File: config.mk
export PLATFORM = sky130hd
export DESIGN_NAME = serial_tx_framer
export DESIGN_NICKNAME = d
export VERILOG_FILES = /design/src/rtl/sertx_pkg.sv /design/src/rtl/tx_bit_timer.sv /design/src/rtl/tx_parity_unit.sv /design/src/rtl/tx_sequencer.sv /design/src/rtl/serial_tx_framer.sv
export SDC_FILE = /design/constraint.sdc
export NUM_CORES = 1
export LEC_CHECK = 0
export BUFFER_PORTS_ARGS = -buffer_cell sky130_fd_sc_hd__clkbuf_2
export CAP_MARGIN = 30
export CORE_UTILIZATION = 30
export DETAILED_ROUTE_END_ITERATION = 16
export PLACE_DENSITY = 0.57
export SETUP_SLACK_MARGIN = 0.1
export SYNTH_ARGS = -nofsm -noshare
export SYNTH_HDL_FRONTEND = slang
export SYNTH_SLANG_ARGS = --single-unit
File: constraint.sdc
create_clock -name clk -period 2.5 [get_ports clk]
set_input_delay 0.125 -clock clk [delete_from_list [all_inputs] [get_ports clk]]
set_output_delay 0.125 -clock clk [all_outputs]
set_load 0.01 [all_outputs]
File: src/rtl/sertx_pkg.sv
package sertx_pkg;

  typedef enum logic [2:0] {
    ST_IDLE,
    ST_START,
    ST_DATA,
    ST_PARITY,
    ST_STOP
  } tx_state_e;

  // Frame shape captured at acceptance
  typedef struct packed {
    logic [1:0] wlen;
    logic       stop_long;
    logic       par_en;
  } frame_shape_t;

endpackage

File: src/rtl/tx_bit_timer.sv
module tx_bit_timer #(
  parameter int TICKS_PER_BIT = 16,
  localparam int CW = $clog2(2 * TICKS_PER_BIT)
) (
  input  logic          clk,
  input  logic          rst_n,
  input  logic          run,
  input  logic          tick,
  input  logic [CW-1:0] last,
  output logic          bit_done
);

  logic [CW-1:0] cnt;

  assign bit_done = run && tick && (cnt == last);

  always_ff @(posedge clk) begin
    if (!rst_n)                cnt <= '0;
    else if (!run || bit_done) cnt <= '0;
    else if (tick)             cnt <= cnt + 1'b1;
  end

  // Tick counter never passes the end of the current bit
  p_cnt_bound_r3: assert property (@(posedge clk) disable iff (!rst_n)
    run |-> (cnt <= last));

endmodule

File: src/rtl/tx_parity_unit.sv
module tx_parity_unit #(
  parameter int DATA_W = 8,
  localparam int MIN_WORD = DATA_W - 3
) (
  input  logic [DATA_W-1:0] data,
  input  logic [1:0]        wlen,
  input  logic              par_even,
  input  logic              par_stick,
  output logic              par_bit
);

  logic [DATA_W-1:0] masked;
  logic              ones_odd;

  always_comb begin
    for (int i = 0; i < DATA_W; i++) begin
      masked[i] = data[i] & (i < (MIN_WORD + int'(wlen)));
    end
    ones_odd = ^masked;
    if (par_stick)     par_bit = !par_even;
    else if (par_even) par_bit = ones_odd;
    else               par_bit = !ones_odd;
  end

endmodule

File: src/rtl/tx_sequencer.sv
module tx_sequencer
  import sertx_pkg::*;
#(
  parameter int DATA_W = 8,
  parameter int TICKS_PER_BIT = 16,
  localparam int IW = $clog2(DATA_W),
  localparam int CW = $clog2(2 * TICKS_PER_BIT),
  localparam int MIN_WORD = DATA_W - 3
) (
  input  logic              clk,
  input  logic              rst_n,
  input  logic [DATA_W-1:0] in_data,
  input  logic              in_valid,
  output logic              in_ready,
  input  frame_shape_t      shape_in,
  input  logic              par_bit_in,
  input  logic              bit_done,
  output logic              run,
  output logic [CW-1:0]     bit_last,
  output logic              line,
  output logic              busy
);

  tx_state_e         state;
  frame_shape_t      shape_q;
  logic [DATA_W-1:0] shreg;
  logic [IW-1:0]     bit_idx;
  logic              par_q;
  logic [IW-1:0]     last_idx;
  logic              accept;

  assign in_ready = (state == ST_IDLE);
  assign busy     = !in_ready;
  assign run      = busy;
  assign accept   = in_valid && in_ready;
  assign last_idx = IW'(MIN_WORD - 1) + IW'(shape_q.wlen);

  always_comb begin
    if (state == ST_STOP && shape_q.stop_long) begin
      if (shape_q.wlen == 2'b00) bit_last = CW'((3 * TICKS_PER_BIT) / 2 - 1);
      else                       bit_last = CW'(2 * TICKS_PER_BIT - 1);
    end else begin
      bit_last = CW'(TICKS_PER_BIT - 1);
    end
  end

  always_comb begin
    unique case (state)
      ST_START:  line = 1'b0;
      ST_DATA:   line = shreg[0];
      ST_PARITY: line = par_q;
      default:   line = 1'b1;
    endcase
  end

  always_ff @(posedge clk) begin
    if (!rst_n) begin
      state   <= ST_IDLE;
      shape_q <= '0;
      shreg   <= '0;
      bit_idx <= '0;
      par_q   <= 1'b0;
    end else begin
      unique case (state)
        ST_IDLE: if (accept) begin
          state   <= ST_START;
          shape_q <= shape_in;
          shreg   <= in_data;
          par_q   <= par_bit_in;
          bit_idx <= '0;
        end
        ST_START: if (bit_done) state <= ST_DATA;
        ST_DATA: if (bit_done) begin
          shreg   <= shreg >> 1;
          bit_idx <= bit_idx + 1'b1;
          if (bit_idx == last_idx) state <= shape_q.par_en ? ST_PARITY : ST_STOP;
        end
        ST_PARITY: if (bit_done) state <= ST_STOP;
        ST_STOP:   if (bit_done) state <= ST_IDLE;
        default:   state <= ST_IDLE;
      endcase
    end
  end

  p_accept_busy_r2: assert property (@(posedge clk) disable iff (!rst_n)
    (in_valid && in_ready) |=> busy);

  p_shape_hold_r10: assert property (@(posedge clk) disable iff (!rst_n)
    (state != ST_IDLE && $past(state) != ST_IDLE) |-> $stable(shape_q));

  p_data_index_r4: assert property (@(posedge clk) disable iff (!rst_n)
    (state == ST_DATA) |-> (bit_idx <= last_idx));

endmodule

File: src/rtl/serial_tx_framer.sv
module serial_tx_framer
  import sertx_pkg::*;
#(
  parameter int DATA_W = 8,
  parameter int TICKS_PER_BIT = 16,
  localparam int CW = $clog2(2 * TICKS_PER_BIT)
) (
  input  logic              clk,
  input  logic              rst_n,
  input  logic              baud_tick,
  input  logic [DATA_W-1:0] in_data,
  input  logic              in_valid,
  output logic              in_ready,
  input  logic [1:0]        cfg_wlen,
  input  logic              cfg_stop_long,
  input  logic              cfg_par_en,
  input  logic              cfg_par_even,
  input  logic              cfg_par_stick,
  input  logic              cfg_break,
  output logic              tx_o,
  output logic              busy
);

  frame_shape_t  shape_in;
  logic          par_bit;
  logic          bit_done;
  logic          run;
  logic [CW-1:0] bit_last;
  logic          line;
  logic          tx_q;

  assign shape_in = '{wlen: cfg_wlen, stop_long: cfg_stop_long, par_en: cfg_par_en};

  tx_parity_unit #(.DATA_W(DATA_W)) u_par (
    .data      (in_data),
    .wlen      (cfg_wlen),
    .par_even  (cfg_par_even),
    .par_stick (cfg_par_stick),
    .par_bit   (par_bit)
  );

  tx_bit_timer #(.TICKS_PER_BIT(TICKS_PER_BIT)) u_timer (
    .clk      (clk),
    .rst_n    (rst_n),
    .run      (run),
    .tick     (baud_tick),
    .last     (bit_last),
    .bit_done (bit_done)
  );

  tx_sequencer #(.DATA_W(DATA_W), .TICKS_PER_BIT(TICKS_PER_BIT)) u_seq (
    .clk        (clk),
    .rst_n      (rst_n),
    .in_data    (in_data),
    .in_valid   (in_valid),
    .in_ready   (in_ready),
    .shape_in   (shape_in),
    .par_bit_in (par_bit),
    .bit_done   (bit_done),
    .run        (run),
    .bit_last   (bit_last),
    .line       (line),
    .busy       (busy)
  );

  // Break overrides the output register only
  always_ff @(posedge clk) begin
    if (!rst_n)         tx_q <= 1'b1;
    else if (cfg_break) tx_q <= 1'b0;
    else                tx_q <= line;
  end

  assign tx_o = tx_q;

  p_break_space_r9: assert property (@(posedge clk) disable iff (!rst_n)
    cfg_break |=> !tx_o);

  p_idle_mark_r1: assert property (@(posedge clk) disable iff (!rst_n)
    (!busy && !cfg_break) |=> tx_o);

  p_start_space_r3: assert property (@(posedge clk) disable iff (!rst_n)
    ($rose(busy) && !cfg_break) |=> !tx_o);

endmodule

==> results_dict.tcl <==
set metrics [dict create \
    initial_core_util_pct 31.5 \
    path_cells "nor4bb_1 > or3b_1 > a21o_1 > o21ai_2 > o21ai_1" \
    yosysWarnings 0 \
    fin_crit_sh_pct 79.5 \
    cp_num_buf_inv 0 \
    layout_common_cells "25 x dfxtp_1, 21 x clkbuf_2, 15 x nand2_1" \
    drv_cap 0 \
    required_ps 2650 \
    drtIter0Drc 82 \
    power_density_nw_per_um2 501 \
    synth_cells 153 \
    power_uw 790 \
    finalInstanceArea_sq_um 1580 \
    die_w_um 70.1 \
    dpl_cell_area_sq_um 1530 \
    synth_top_area_cell "dfxtp_1" \
    holdBufCountCts 0 \
    dp_hpwl_mm 2.14 \
    endpoint_kind "flip-flop" \
    vdd_drop_max_uv 251 \
    antenna_found_initial 0 \
    nFillCells 470 \
    cp_top_family "compound AO/OA/AOI/OAI gates" \
    multi_input_area_sq_um 835 \
    setup_slack_ps 512 \
    register_area_sq_um 500 \
    postSynthAreaPerCell_sq_um 9.09 \
    grt_pass1_vias 1024 \
    post_cts_buffers 0 \
    synth_edf_count 0 \
    cp-start-kind "flip-flop" \
    htreeDepth 1 \
    path_clk_slew_ps 90 \
    hold_class "input port to flip-flop" \
    ctsResizeCount 0 \
    rsz0062_at_grt "false" \
    drt-total-wl_mm 2.94 \
    hold_viol 0 \
    ioPinCount 22 \
    netlist_top_cells_area "dfxtp_1 36%, o211a_1 6.5%, mux2i_1 5.8%" \
    cts_tree "done" \
    track_usage_pct 12.5 \
    status "completed" \
    slew_headroom_pct 60.7 \
    grt-ovfl-total 0 \
    postSynthRegisterBits 25 \
    synth_fp_nets 174 \
    clock-sinks 25 \
    area_growth_pct 13.5 \
    crit_path_max_fanout 13 \
    fmax_ghz 0.503 \
    layout.nets 192 \
    arrival_ps 2140 \
    cts_buffers 3 \
    yosysSeqAreaShare_pct 36.0 \
    globalplace.congestion 0.722 \
    synthFlopType "dfxtp_1" \
    setup_viol 0 \
    dp_slack_ps 503 \
    core.rowCount 24 \
    drc 0 \
    drive_gt1_share_pct 18.8 \
    netlist_area_sq_um 1390 \
    grt_max_degree 27 \
    cp_slowest_cell "dfxtp_1" \
    tightestPinTransition_ps 590 \
    async_reset_ff_share_pct 0 \
    ctsLongestPathBuffers 2 \
    final_common_cell "dfxtp_1" \
    vias 1162 \
    critPathKind "flip-flop to flip-flop" \
    die_height_um 70.1 \
    slew_viol_final 0 \
    portBuffers 21 \
    synth_top_area_share_pct 36.0 \
    fin_skew_ps 5.22 \
    p_leak_nw 0.727 \
    ant_nets 0 \
    core_sq_um 4410 \
    clk_latency_ps 270 \
    die-area_sq_um 4910 \
    diodes 0 \
    vias_per_cell 5.23 \
    first_pass_iters 4 \
    grt_pass1_wl_mm 4.93 \
    max_stage_delay_ps 540 \
    synth.distinct_cells 47 \
    cts_root_buf "clkbuf_8" \
    period_minus_slack_ps 1990 \
    detail_route.wl_per_cell_um 13.2 \
    setup-tns-final_ps 0 \
]
==> kinds of logic after synthesis <==
kind of cell,after synthesis,share of synthesized area (%)
and+or+nand+nor,47,19.0
adders and majority gates,2,1.80
muxes,8,5.76
DFF,25,36.0
xor gates and xnor gates,10,8.64
AOI/OAI and AO/OA,47,24.8
buffers and inverters,14,3.96
==> worst paths after layout <==
path | cells past startpoint | endpoint | from | slack (ps)
worst max-delay path | 5 | u_seq.bit_idx[0] | u_seq.state[1] | 510
worst min register to register | 2 | u_seq.shreg[7] | u_seq.shreg[7] | 460
worst max register to register | 5 | u_seq.bit_idx[0] | u_seq.state[1] | 510
worst min-delay path | 2 | tx_o | cfg_break | 50
==> layer usage <==
layer	global-route usage, %	up-vias	routed length (um)
li1	-	600	-
met1	17.7	535	1520
met2	18.8	25	1270
met3	3.90	2	136
met4	2.00	0	16
met5	0	-	0
==> cell usage after synthesis (3+ instances only) <==
cell type	instances
nand3_1	6
dfxtp_1	25
and3_1	3
a21oi_1	6
inv_1	4
mux2i_1	8
xor2_1	3
o21ai_1	7
a21boi_1	5
o21ai_0	5
xnor2_1	5
o211a_1	9
nand2_1	15
nor2_1	5
nand4_1	3
clkbuf_1	7
==> through the flow <==
step	hold WS [ps]	utilization (%)	instances
final	50.3	35.7	222
after global routing	47.7	35.7	222
after CTS	49.3	35.7	222
after detailed placement	337	34.7	218
after global placement	332	34.7	218
after floorplan	240	-	153
==> flip-flops by register name, indices dropped and copies added, names as in the netlist <==
name / count
tx_o: 1
u_seq.bit_idx: 3
u_seq.par_q: 1
u_seq.shape_q: 4
u_seq.shreg: 8
u_seq.state: 3
u_timer.cnt: 5
==> final cells by class <==
type	instances	share of cell area, %
clock inverters	1	0.317
clock buffers	3	2.62
well taps	52	4.12
multi-input cells	114	52.9
inverters	5	1.19
repair buffers	22	7.14
flip-flops and latches	25	31.7
==> where the power goes <==
part	switching (mW)	internal (mW)
combinational	0.0621	0.0577
sequential	0.0144	0.418
clock	0.127	0.111
total	0.204	0.587
Power figures use the tool's default switching activity.
